[src/rtl/burst_addr_ctr.sv]
module burst_addr_ctr #(
  parameter int ADDR_W = 8
) (
  input  logic              clk,
  input  logic              rst_n,
  input  logic              load,
  input  logic [ADDR_W-1:0] start_addr,
  input  logic              advance,
  input  logic              mode,
  output logic [ADDR_W-1:0] addr_out
);
  localparam int HI_W = ADDR_W - 2;

  logic [HI_W-1:0] upper_q;
  logic [1:0]      start_q;
  logic [1:0]      beat_q;
  logic            mode_q;
  logic [1:0]      lo_lin;
  logic [1:0]      lo_ilv;

  always_ff @(posedge clk) begin
    if (!rst_n) begin
      upper_q <= '0;
      start_q <= 2'b00;
      beat_q  <= 2'b00;
      mode_q  <= 1'b1;
    end else if (load) begin
      upper_q <= start_addr[ADDR_W-1:2];
      start_q <= start_addr[1:0];
      beat_q  <= 2'b00;
      mode_q  <= mode;
    end else if (advance) begin
      beat_q  <= beat_q + 2'd1;
    end
  end

  assign lo_lin   = start_q + beat_q;
  assign lo_ilv   = start_q ^ beat_q;
  assign addr_out = {upper_q, (mode_q ? lo_ilv : lo_lin)};
endmodule


[config.mk]
export PLATFORM = sky130hd
export DESIGN_NAME = burst_addr_ctr
export DESIGN_NICKNAME = d
export VERILOG_FILES = /design/src/rtl/burst_addr_ctr.sv
export SDC_FILE = /design/constraint.sdc
export NUM_CORES = 1
export LEC_CHECK = 0
export BUFFER_PORTS_ARGS = -buffer_cell sky130_fd_sc_hd__buf_2
export CORE_AREA = 8 8 45 47
export CTS_CLUSTER_SIZE = 16
export DETAILED_ROUTE_END_ITERATION = 16
export DIE_AREA = 0 0 53 55
export HOLD_SLACK_MARGIN = 0.1
export PLACE_DENSITY_LB_ADDON = 0.1
export RECOVER_POWER = 100
export SLEW_MARGIN = 20
export SYNTH_ARGS = -nofsm -noshare
export SYNTH_HDL_FRONTEND = slang
export SYNTH_SLANG_ARGS = --single-unit
[constraint.sdc]
create_clock -name clk -period 0.8 [get_ports clk]
set_input_delay 0.04 -clock clk [delete_from_list [all_inputs] [get_ports clk]]
set_output_delay 0.04 -clock clk [all_outputs]
set_load 0.02 [all_outputs]
==> key figures <==
Setup path
  • Maximum net fanout on the critical path: 2
  • Worst endpoint required time: approximately 760 ps
  • Crit-path slowest cell: dfxtp_2
  • CP Launch Type: register
  • Type of destination of the critical path: primary output
  • Delay contributed by the slowest stage of the critical path: 350 ps
  • Worst endpoint data arrival time: around 1200 ps
  • Cell family contributing the most delay on the critical path: flip-flops
  • WP buf/inv: 1
  • Start-to-end type of the worst setup path: reg -> out
  • Worst-path cell chain: ha_4 > nor2b_4 > xnor2_4 > buf_6

Status
  • Status: finished, violations left
  • Violated checks: setup timing

Hold path
  • Kind of path behind the tightest hold check: in -> reg

Placed design
  • DPL Wire Length: 695.4 um
  • Routability congestion estimate: approximately 0.62
  • PortBufs: 20
  • Total instance count after detailed placement: 76

STA
  • Final critical-path share of the clock period: 152.1%
  • Fmax: just over 800 MHz
  • Count of final max-slew check failures: 0
  • Worst clock skew: roughly 0.2 ps
  • Setup Viol. Count Final: 3
  • Post-route worst setup slack: -417.0 ps
  • Setup repair after global routing missed its margin: yes
  • Hold Fails Final Rpt: 0
  • Slew margin rel.: between 80% and 90%
  • Worst-Margin Slew: 292.2 ps
  • Post-layout min period: about 1200 ps

Clock tree
  • Htree depth: 1
  • Root buffer cell: clkbuf_4
  • Post-CTS setup buffer count: 0
  • Clock tree from TritonCTS: done
  • Number of clock buffers inserted by TritonCTS: 3
  • Number of clock sinks seen by CTS: 11
  • Clock transition at the registers of the reported paths: 70 ps
  • Buffer depth of the longest clock path: 2
  • Clock network latency to the later pin of the worst-skew pair: around 260 ps

Run
  • Total of max-cap violations: 0

Power and ir drop
  • Clk network pwr share: 29.5%
  • Net Sw Power: a little over 300 uW
  • Power Density: between 1500 and 2000 nW/um2
  • Maximum resistive drop on vdd: 0.8222 mV
  • Switching share of total power: about a quarter
  • Leakage power summed over all cells: 0.0003634 uW
  • Portion of total power attributed to sequential cells: between 40% and 50%
  • Total power consumption of the routed design: ~1300 uW
  • Combinational Power Share: 22.1%
  • Int Pwr: between 900 and 1000 uW

Logic synthesis
  • Yosys warning count: 0
  • Net count after synthesis: 54
  • Leading post-synthesis cells by cell area: dfxtp_1, mux2i_1, nor2b_1, xnor2_1, nand2b_4
  • Cells after synthesis: 40
  • Register area share after synthesis: about 48%
  • Area of the mapped netlist: about 460 um2
  • Yosys reg bits: 11
  • Post-synthesis cell type count: 12
  • Proportion of netlist area held by the largest area contributor: between 40% and 50%
  • Avg Inst Size Synth: roughly 12 um2
  • Leading area contributor after synthesis: dfxtp_1

Floorplanning
  • Floorplan row count: 14
  • Floorplan die width: approximately 53 um
  • Core footprint: ~1400 um2
  • Area enclosed by the die boundary: 2915 um2
  • I/O pin count: 21
  • Initial Utilization: roughly 33%
  • Die Ht: 55 um

Layout
  • Fill cells: around 110
  • Syn-to-layout area delta: 76.90%
  • Most common library cell in the layout ignoring fill and taps: dlygate4sd3_1
  • Final nets: 89
  • Non-Filler Instances: 90
  • Commonest cells after routing, fill and taps aside: dlygate4sd3_1, buf_2, mux2i_1
  • Number of diodes: 0
  • Share of layout cells above drive strength 1: a little over half

Drt
  • Wirelength per Cell: 12.28 um
  • Sum of routed wire length over all layers: ~1100 um
  • Total DRC errors in the routed layout: 0
  • Total via count after detailed routing: between 300 and 400
  • Number of DRC markers after the initial detailed-route iteration: 4
  • Routed via count divided by cell count: roughly 4.4
  • TritonRoute pass-1 iters: 4
  • Antenna Nets Post-Route: 0

Global route
  • Global-route wire length before repair: ~1800 um
  • Total congestion overflow: 0
  • Largest net degree at the start of global routing: 11
  • Initial antenna violation count: 0
  • Via count of the first global-routing pass: around 430
  • Global Route Usage Sum: under 10%
## flip-flops by register name (all words and copies together) (netlist names)
signal / flops
upper_q: 6
beat_q: 2
mode_q: 1
start_q: 2
## tightest hold or removal path, cell delays in order
cell and delay [ps]:
buf_2 200, mux2i_1 150, nand2_1 50
## area by class of cell
type	instances	area, um2	share of cell area [%]
flip-flops and latches	11	230.2	28.26
multi-input cells	28	286.5	35.18
clock buffers	4	26.28	3.226
repair buffers	31	251.5	30.88
well taps	16	20.02	2.458
## metal layers
metal / up-vias / wire [um] / global-route usage, %
li1: 200 / - / -
met1: 181 / 465 / 9.049
met2: 15 / 519 / 12.11
met3: 2 / 113 / 4.278
met4: 0 / 6 / 7.759
met5: - / 0 / 0
## power groups by stage
| stage | logic (uW) | registers (uW) | clock network [uW] |
|---|---|---|---|
| 4_1_cts | 270 | 600 | 394 |
| 3_3_place_gp | 200 | 608 | 0 |
| 6_report | 277 | 606 | 369 |
| 5_1_grt | 301 | 610 | 414 |
| 3_5_place_dp | 201 | 607 | 0 |
| 2_1_floorplan | 108 | 631 | 0 |
## worst paths after layout
kind	from	to	slack (ps)	cells past startpoint
max	start_q[0]	addr_out[1]	-420	4
min	load	mode_q	210	3
max reg2reg	beat_q[0]	beat_q[1]	-50	3
min reg2reg	upper_q[0]	upper_q[0]	510	2
## stage by stage
stage               area [um2]  util [%]  hold slack, ps  setup TNS (ps)  setup WS [ps]
floorplan                498.0         -           101.9          -61.17         -61.17
global placement         614.3     44.39           272.6          -196.8         -185.9
detailed placement       614.3     44.39           272.5          -209.3         -195.1
CTS                      793.3     57.32           201.8          -688.6         -422.5
global route             814.5     58.86           242.6          -839.4         -476.3
finish                   814.5     58.86           208.4          -670.3         -417.0
## cells in the mapped netlist
master	count
mux2i_1	9
nor2_1	1
nand2_1	1
dfxtp_1	11
nor2b_1	9
buf_6	1
a21oi_1	1
a21bo_2	1
nand3b_1	1
nand2b_4	1
ha_1	1
xnor2_1	3
## repair_timing
| action | CTS | global route |
|---|---|---|
| gates resized for setup | 13 | 10 |
| hold buffers | 11 | 0 |
| cloned | 0 | 0 |
| pin swaps | 1 | 1 |
| hold endpoints to repair | 11 | 0 |
| setup endpoints to repair | 9 | 11 |
## cells by family (layout without fill, tap and decap cells)
family | count (synthesis) | in the layout | share of synthesized area [%]
simple gates | 13 | 13 | 18.48
flops | 11 | 11 | 47.83
mux | 9 | 9 | 19.57
xor+xnor | 3 | 3 | 5.708
compound gates | 2 | 2 | 3.260
fa+ha+maj | 1 | 1 | 2.717
buf+inv | 1 | 35 | 2.445
Power figures use the tool's default switching activity.
